==> src/rtl/bcn_pkg.sv <==
package bcn_pkg;
  typedef enum logic [2:0] {
    REG_TSF_LO = 3'd0,
    REG_TSF_HI = 3'd1,
    REG_TBTT   = 3'd2,
    REG_DMA    = 3'd3,
    REG_SWBA   = 3'd4,
    REG_ATIM   = 3'd5,
    REG_CTRL   = 3'd6
  } reg_addr_e;

  localparam int TSF_W        = 64;
  localparam int CTRL_EN_BIT  = 24;
  localparam int CTRL_RST_BIT = 25;
endpackage

==> src/rtl/bcn_tsf_ctr.sv <==
module bcn_tsf_ctr #(
  parameter int US_DIV = 1
) (
  input  logic        clk_i,
  input  logic        rst_ni,
  input  logic        clr_i,
  input  logic        ld_i,
  input  logic [63:0] ld_val_i,
  input  logic        wr_lo_i,
  input  logic        wr_hi_i,
  input  logic [31:0] wr_data_i,
  output logic [63:0] tsf_o
);
  logic [63:0] tsf_q;
  logic        tick;

  generate
    if (US_DIV <= 1) begin : g_no_div
      assign tick = 1'b1;
    end else begin : g_div
      localparam int DW = $clog2(US_DIV);
      logic [DW-1:0] div_q;
      always_ff @(posedge clk_i or negedge rst_ni) begin
        if (!rst_ni)                          div_q <= '0;
        else if (div_q == DW'(US_DIV - 1))    div_q <= '0;
        else                                  div_q <= div_q + 1'b1;
      end
      assign tick = (div_q == DW'(US_DIV - 1));
    end
  endgenerate

  // priority: clear > jump load > word write > count
  always_ff @(posedge clk_i or negedge rst_ni) begin
    if (!rst_ni)      tsf_q <= '0;
    else if (clr_i)   tsf_q <= '0;
    else if (ld_i)    tsf_q <= ld_val_i;
    else if (wr_lo_i) tsf_q[31:0]  <= wr_data_i;
    else if (wr_hi_i) tsf_q[63:32] <= wr_data_i;
    else if (tick)    tsf_q <= tsf_q + 64'd1;
  end

  assign tsf_o = tsf_q;

  AST_TSF_CLEAR: assert property (@(posedge clk_i) disable iff (!rst_ni) clr_i |=> (tsf_q == '0));
  AST_TSF_JUMP: assert property (@(posedge clk_i) disable iff (!rst_ni) (ld_i && !clr_i) |=> (tsf_q == $past(ld_val_i)));
  AST_TSF_STEP: assert property (@(posedge clk_i) disable iff (!rst_ni) (tick && !clr_i && !ld_i && !wr_lo_i && !wr_hi_i) |=> (tsf_q == $past(tsf_q) + 64'd1));
endmodule

==> src/rtl/bcn_ctrl.sv <==
module bcn_ctrl #(
  parameter int TU_W = 16
) (
  input  logic            clk_i,
  input  logic            rst_ni,
  input  logic            wr_i,
  input  logic [TU_W-1:0] ivl_i,
  input  logic            en_i,
  input  logic            rst_bit_i,
  output logic [TU_W-1:0] ivl_o,
  output logic            en_o,
  output logic            clr_o
);
  logic [TU_W-1:0] ivl_q;
  logic            en_q, req_q, req_d_q;

  always_ff @(posedge clk_i or negedge rst_ni) begin
    if (!rst_ni) begin
      ivl_q   <= '0;
      en_q    <= 1'b0;
      req_q   <= 1'b0;
      req_d_q <= 1'b0;
    end else begin
      req_d_q <= req_q;
      if (wr_i) begin
        ivl_q <= ivl_i;
        en_q  <= en_i;
        if (rst_bit_i) req_q <= ~req_q;
      end
    end
  end

  // clear fires once on the rising edge of the toggled request
  assign clr_o = req_q & ~req_d_q;
  assign ivl_o = ivl_q;
  assign en_o  = en_q;

  AST_RST_TOGGLE: assert property (@(posedge clk_i) disable iff (!rst_ni) (wr_i && rst_bit_i) |=> (req_q != $past(req_q)));
  AST_CLR_SINGLE: assert property (@(posedge clk_i) disable iff (!rst_ni) clr_o |=> !clr_o);
endmodule

==> src/rtl/bcn_timer.sv <==
module bcn_timer #(
  parameter int TU_W = 16,
  parameter int SH   = 0
) (
  input  logic               clk_i,
  input  logic               rst_ni,
  input  logic               wr_i,
  input  logic [TU_W+SH-1:0] wr_val_i,
  input  logic [TU_W+SH-1:0] base_i,
  input  logic               en_i,
  input  logic [TU_W-1:0]    ivl_i,
  output logic [TU_W+SH-1:0] tmr_o,
  output logic               ev_o
);
  localparam int W = TU_W + SH;

  logic [W-1:0] tmr_q, base_q, step;
  logic         ev_q, chg, hit;

  assign step = W'(ivl_i) << SH;
  assign chg  = (base_i != base_q);
  assign hit  = en_i && chg && (base_i == tmr_q);

  always_ff @(posedge clk_i or negedge rst_ni) begin
    if (!rst_ni) begin
      tmr_q  <= '0;
      base_q <= '0;
      ev_q   <= 1'b0;
    end else begin
      base_q <= base_i;
      ev_q   <= hit;
      if (wr_i)     tmr_q <= wr_val_i;
      else if (hit) tmr_q <= tmr_q + step;
    end
  end

  assign tmr_o = tmr_q;
  assign ev_o  = ev_q;

  AST_EV_MATCH: assert property (@(posedge clk_i) disable iff (!rst_ni) ev_o |-> ($past(base_i) == $past(tmr_q) && $past(en_i)));
  AST_NO_REFIRE: assert property (@(posedge clk_i) disable iff (!rst_ni) $stable(base_i) |=> !ev_o);
  AST_ADVANCE: assert property (@(posedge clk_i) disable iff (!rst_ni) (ev_o && !$past(wr_i)) |-> (tmr_q == $past(tmr_q) + $past(step)));
  AST_WRITE_LOAD: assert property (@(posedge clk_i) disable iff (!rst_ni) wr_i |=> (tmr_q == $past(wr_val_i)));
endmodule

==> src/rtl/bcn_win_chk.sv <==
module bcn_win_chk #(
  parameter int W = 16
) (
  input  logic [W-1:0] a_i,
  input  logic [W-1:0] b_i,
  input  logic [W-1:0] win_i,
  input  logic [W-1:0] ivl_i,
  output logic         ok_o
);
  localparam int SW = W + 3;
  localparam logic signed [SW-1:0] WRAP = SW'(1) << W;

  logic signed [SW-1:0] a, b, w, iv;

  assign a  = $signed({3'b000, a_i});
  assign b  = $signed({3'b000, b_i});
  assign w  = $signed({3'b000, win_i});
  assign iv = $signed({3'b000, ivl_i});

  // plain, a advanced, a advanced and wrapped, b wrapped
  assign ok_o = ((b - a) == w) ||
                ((a - b) == (iv - w)) ||
                ((a + WRAP - b) == (iv - w)) ||
                ((b + WRAP - a) == w);
endmodule

==> src/rtl/bcn_sched.sv <==
module bcn_sched
  import bcn_pkg::*;
#(
  parameter int US_DIV   = 1,
  parameter int TU_W     = 16,
  parameter int SUB_SH   = 3,
  parameter int TU_LSB   = 10,
  parameter int DMA_RESP = 2
) (
  input  logic        clk_i,
  input  logic        rst_ni,
  input  logic        wr_en_i,
  input  logic [2:0]  wr_addr_i,
  input  logic [31:0] wr_data_i,
  input  logic        jump_en_i,
  input  logic [63:0] jump_tsf_i,
  output logic [63:0] tsf_o,
  output logic        tbtt_ev_o,
  output logic        dma_ev_o,
  output logic        swba_ev_o,
  output logic        atim_ev_o,
  output logic        win_ok_o
);
  localparam int SUB_W   = TU_W + SUB_SH;
  localparam int SUB_LSB = TU_LSB - SUB_SH;

  logic [63:0]      tsf;
  logic [TU_W-1:0]  tu_base, ivl, tbtt_tmr, atim_tmr;
  logic [SUB_W-1:0] sub_base, dma_tmr, swba_tmr;
  logic             en, clr, ok_atim, ok_dma;
  logic             wr_lo, wr_hi, wr_tbtt, wr_dma, wr_swba, wr_atim, wr_ctrl;

  assign wr_lo   = wr_en_i && (wr_addr_i == REG_TSF_LO);
  assign wr_hi   = wr_en_i && (wr_addr_i == REG_TSF_HI);
  assign wr_tbtt = wr_en_i && (wr_addr_i == REG_TBTT);
  assign wr_dma  = wr_en_i && (wr_addr_i == REG_DMA);
  assign wr_swba = wr_en_i && (wr_addr_i == REG_SWBA);
  assign wr_atim = wr_en_i && (wr_addr_i == REG_ATIM);
  assign wr_ctrl = wr_en_i && (wr_addr_i == REG_CTRL);

  bcn_ctrl #(.TU_W(TU_W)) u_ctrl (
    .clk_i     (clk_i),
    .rst_ni    (rst_ni),
    .wr_i      (wr_ctrl),
    .ivl_i     (wr_data_i[TU_W-1:0]),
    .en_i      (wr_data_i[CTRL_EN_BIT]),
    .rst_bit_i (wr_data_i[CTRL_RST_BIT]),
    .ivl_o     (ivl),
    .en_o      (en),
    .clr_o     (clr)
  );

  bcn_tsf_ctr #(.US_DIV(US_DIV)) u_tsf (
    .clk_i     (clk_i),
    .rst_ni    (rst_ni),
    .clr_i     (clr),
    .ld_i      (jump_en_i),
    .ld_val_i  (jump_tsf_i),
    .wr_lo_i   (wr_lo),
    .wr_hi_i   (wr_hi),
    .wr_data_i (wr_data_i),
    .tsf_o     (tsf)
  );

  assign tu_base  = tsf[TU_LSB +: TU_W];
  assign sub_base = tsf[SUB_LSB +: SUB_W];

  bcn_timer #(.TU_W(TU_W), .SH(0)) u_tbtt (
    .clk_i (clk_i), .rst_ni (rst_ni), .wr_i (wr_tbtt),
    .wr_val_i (wr_data_i[TU_W-1:0]), .base_i (tu_base), .en_i (en),
    .ivl_i (ivl), .tmr_o (tbtt_tmr), .ev_o (tbtt_ev_o)
  );

  bcn_timer #(.TU_W(TU_W), .SH(SUB_SH)) u_dma (
    .clk_i (clk_i), .rst_ni (rst_ni), .wr_i (wr_dma),
    .wr_val_i (wr_data_i[SUB_W-1:0]), .base_i (sub_base), .en_i (en),
    .ivl_i (ivl), .tmr_o (dma_tmr), .ev_o (dma_ev_o)
  );

  bcn_timer #(.TU_W(TU_W), .SH(SUB_SH)) u_swba (
    .clk_i (clk_i), .rst_ni (rst_ni), .wr_i (wr_swba),
    .wr_val_i (wr_data_i[SUB_W-1:0]), .base_i (sub_base), .en_i (en),
    .ivl_i (ivl), .tmr_o (swba_tmr), .ev_o (swba_ev_o)
  );

  bcn_timer #(.TU_W(TU_W), .SH(0)) u_atim (
    .clk_i (clk_i), .rst_ni (rst_ni), .wr_i (wr_atim),
    .wr_val_i (wr_data_i[TU_W-1:0]), .base_i (tu_base), .en_i (en),
    .ivl_i (ivl), .tmr_o (atim_tmr), .ev_o (atim_ev_o)
  );

  bcn_win_chk #(.W(TU_W)) u_chk_atim (
    .a_i (tbtt_tmr), .b_i (atim_tmr), .win_i (TU_W'(1)), .ivl_i (ivl), .ok_o (ok_atim)
  );

  bcn_win_chk #(.W(TU_W)) u_chk_dma (
    .a_i (dma_tmr[SUB_W-1:SUB_SH]), .b_i (tbtt_tmr), .win_i (TU_W'(DMA_RESP)),
    .ivl_i (ivl), .ok_o (ok_dma)
  );

  assign win_ok_o = ok_atim && ok_dma;
  assign tsf_o    = tsf;

  AST_SWBA_WRITE: assert property (@(posedge clk_i) disable iff (!rst_ni) wr_swba |=> (swba_tmr == $past(wr_data_i[SUB_W-1:0])));
  AST_DISABLED_QUIET: assert property (@(posedge clk_i) disable iff (!rst_ni) (!en && !wr_tbtt) |=> ($stable(tbtt_tmr) && !tbtt_ev_o));
  AST_CLR_BEATS_JUMP: assert property (@(posedge clk_i) disable iff (!rst_ni) (clr && jump_en_i) |=> (tsf_o == '0));
endmodule

==> config.mk <==
export PLATFORM = sky130hd
export DESIGN_NAME = bcn_sched
export DESIGN_NICKNAME = d
export VERILOG_FILES = /design/src/rtl/bcn_pkg.sv /design/src/rtl/bcn_tsf_ctr.sv /design/src/rtl/bcn_ctrl.sv /design/src/rtl/bcn_timer.sv /design/src/rtl/bcn_win_chk.sv /design/src/rtl/bcn_sched.sv
export SDC_FILE = /design/constraint.sdc
export NUM_CORES = 1
export LEC_CHECK = 0
export BUFFER_PORTS_ARGS = -buffer_cell sky130_fd_sc_hd__buf_2
export CAP_MARGIN = 30
export CELL_PAD_IN_SITES_DETAIL_PLACEMENT = 0
export CELL_PAD_IN_SITES_GLOBAL_PLACEMENT = 2
export CORE_ASPECT_RATIO = 0.6
export CORE_MARGIN = 2
export CORE_UTILIZATION = 39
export CTS_CLUSTER_SIZE = 20
export DETAILED_ROUTE_END_ITERATION = 10
export PLACE_DENSITY_LB_ADDON = 0.1
export SLEW_MARGIN = 0
export SYNTH_ARGS = -nofsm -noshare
export SYNTH_HDL_FRONTEND = slang
export SYNTH_SLANG_ARGS = --single-unit
==> constraint.sdc <==
create_clock -name clk_i -period 8.2 [get_ports clk_i]
set_input_delay 0.82 -clock clk_i [delete_from_list [all_inputs] [get_ports clk_i]]
set_output_delay 0.82 -clock clk_i [all_outputs]
set_load 0.1 [all_outputs]
==> results_dict.tcl <==
set metrics [dict create \
    h-tree-depth 4 \
    grt_pass1_vias 15100 \
    utilization_pct 44.7 \
    core_um2 42200 \
    synth_common_cells "nor2_1 (185), nand2_1 (183), dfrtp_1 (176)" \
    cts_tree "done" \
    layout.nets 2439 \
    seq_area_frac_synth_pct 26.3 \
    synth_top_area_share_pct 26.3 \
    criticalPathCategory "reg2out" \
    critPathBufInv 2 \
    period_needed_ns 6.95 \
    start_util_pct 39.8 \
    cts_buffer_depth 2 \
    fmax_ghz 0.144 \
    netlist_area_um2 16800 \
    routedWlPerCell_um 26.3 \
    grt_max_degree 77 \
    dieArea_um2 44700 \
    cp.arrival_ns 6.13 \
    synth-edff-count 0 \
    hold_viol 0 \
    synth.yosys.warnings 0 \
    cp.required_ns 7.38 \
    avgViaCountPerCell 5.99 \
    min_path_type "in2async" \
    drv_slew 0 \
    synth_cell_types 82 \
    worst-slew-pin-transition_ns 1.10 \
    grt-ovfl-total 0 \
    rsz0062_at_grt "no" \
    yosys.cell_count.top_type "nor2_1" \
    fillCellCount 4301 \
    post-cts-setup-buffer-count 0 \
    run_status "finished, final reports clean" \
    setup_tns_ns 0 \
    crit_fanout 7 \
    leakage_nw 8.10 \
    end_kind "output port" \
    rows 58 \
    cap_violations 0 \
    synthTopCellsByArea "dfrtp_1 (26%), ha_1 (9.5%), xor2_1 (6.7%), xnor2_1 (6.2%), a21oi_1 (5.0%)" \
    drt-total-wl_um 73300 \
    first_pass_iters 6 \
    cts_resized 0 \
    setup_violations 0 \
    grtUsageTotal_pct 32.6 \
    drt-initial-drc-count 2053 \
    ant_nets 0 \
    yosysTopAreaCell "dfrtp_1" \
    area_growth_pct 12.4 \
    synth_seq_cells 176 \
    synth_nets 2328 \
    syn_avg_cell_area_um2 8.03 \
    critPathLaunchType "flop" \
    clock_latency_ns 0.47 \
    drc 0 \
    numClockSinks 176 \
    max_slew_margin_pct 24.7 \
    timing.final.crit_share_pct 84.8 \
    hold_buffers 0 \
    drive_above_1_share_pct 13.6 \
    path_delay_family "compound AO/OA/AOI/OAI gates" \
    die_h_um 165 \
    die_w_um 272 \
    ios 172 \
    vias 16700 \
    grt_first_pass_wirelength_um 106000 \
    clkTransAtPathRegs_ns 0.09 \
    vdd_ir_drop_max_uv 299 \
    cp_slowest_cell "fa_1" \
    root_buffer "clkbuf_16" \
    cts_buffers 17 \
    netlist_instances 2090 \
    cp_slowest_stage_delay_ns 0.60 \
    power_density_nw_per_um2 356 \
    skew_ns 0.0222 \
    whs_ns 0.289 \
    io_buffers 171 \
    gp_congestion 1.02 \
    hpwl_um 57900 \
    yosys_most_used_dff "dfrtp_1" \
    cp_cell_sequence "inv_1, fa_1, a211oi_1, o21ai_1, a31oi_1, o21ai_0, a21o_1, a21o_1, a21oi_1, nor2_1, a211oi_1, ha_1, o22ai_1, a221oi_1, o2111ai_1, nor2_1, nand3_1, nor4b_1, nand4_1, a22oi_2, buf_2" \
    synthArstFlopShare_pct 100 \
    grt_antenna_before_repair 5 \
]
path summary, 6_finish.rpt:
kind                                              from                            to  slack, ns  cells past startpoint
max                        u_tbtt.tmr_o[1]$_DFFE_PN0P_                      win_ok_o       1.25                     21
min                                             rst_ni  u_tbtt.tmr_o[11]$_DFFE_PN0P_       0.29                      1
max reg2reg                 u_tsf.tsf_o[7]$_DFFE_PN0P_   u_tsf.tsf_o[45]$_DFFE_PN0P_       4.21                      9
min reg2reg                   u_ctrl.req_q$_DFFE_PN0P_      u_ctrl.req_d_q$_DFF_PN0_       0.47                      0
max in group asynchronous                       rst_ni    u_dma.tmr_o[8]$_DFFE_PN0P_       6.18                      3
min in group clk_i            u_ctrl.req_q$_DFFE_PN0P_      u_ctrl.req_d_q$_DFF_PN0_       0.47                      0
where the power goes:
| part | total [mW] | switching [mW] | internal (mW) | leakage (nW) |
|---|---|---|---|---|
| combinational | 4.28 | 2.95 | 1.33 | 5.68 |
| sequential | 1.56 | 0.453 | 1.10 | 2.14 |
| clock | 0.888 | 0.414 | 0.473 | 0.288 |
final cells by class:
type                            instances  area [um^2]  area share, %
Tap cell                              570          713           3.78
Inverter                               97          364           1.93
Sequential cell                       176         4400           23.4
Multi-Input combinational cell       1697        11600           61.3
Timing Repair Buffer                  212         1210           6.40
Clock buffer                           20          457           2.42
Antenna cell                            2         5.00         0.0265
Clock inverter                         11          141          0.750
sequential cells by signal, summed over array words and instances (netlist names), 3 cells and up:
name	count
u_swba.base_q	3
u_ctrl.ivl_o	16
u_swba.tmr_o	19
u_dma.tmr_o	19
u_tsf.tsf_o	64
u_tbtt.tmr_o	16
u_atim.tmr_o	16
u_atim.base_q	16
stage by stage:
stage / power [mW] / area (um^2) / setup slack (ns) / instances
after floorplan: 4.48 / 16800 / 2.50 / 2090
after global placement: 5.70 / 18200 / 1.94 / 2745
after detailed placement: 5.70 / 18300 / 1.97 / 2752
after CTS: 6.60 / 18900 / 1.44 / 2783
after global routing: 7.08 / 18900 / 0.869 / 2784
final: 6.72 / 18900 / 1.25 / 2785
layer usage:
metal / vias to the layer above / GRT usage (%) / routed length (um)
met2: 770 / 38.3 / 25400
met3: 39 / 12.9 / 9740
met4: 0 / 4.67 / 558
met1: 8165 / 53.1 / 37600
met5: - / 0 / 0
li1: 7700 / - / -
cell families (layout without fill, tap and decap cells):
group,count (synthesis),after routing,synth area share (%)
and+or+nand+nor,664,664,19.3
AOI/OAI and AO/OA,582,582,21.7
xor gates and xnor gates,248,248,13.0
buffers and inverters,217,340,5.05
DFF,176,176,26.3
adders and majority gates,135,135,10.4
muxes,68,68,4.27
other,0,2,0
placed cells by master, fill, tap and decap left out, drive strengths merged, types with 22 or more instances in the layout:
master  Yosys  routed
a211oi     49      49
a21o       22      22
a21oi     166     166
a31oi      24      24
buf        21     211
dfrtp     176     176
ha        128     128
inv        97     103
mux2       28      28
mux2i      40      40
nand2     183     183
nand3      49      49
nand4      30      30
nor2      185     185
nor2b      23      23
nor3       53      53
nor4       33      33
o21a       24      24
o21ai     164     164
or3        33      33
xnor2     120     120
xor2      128     128
Note: power is estimated with default switching activity, not from simulation.
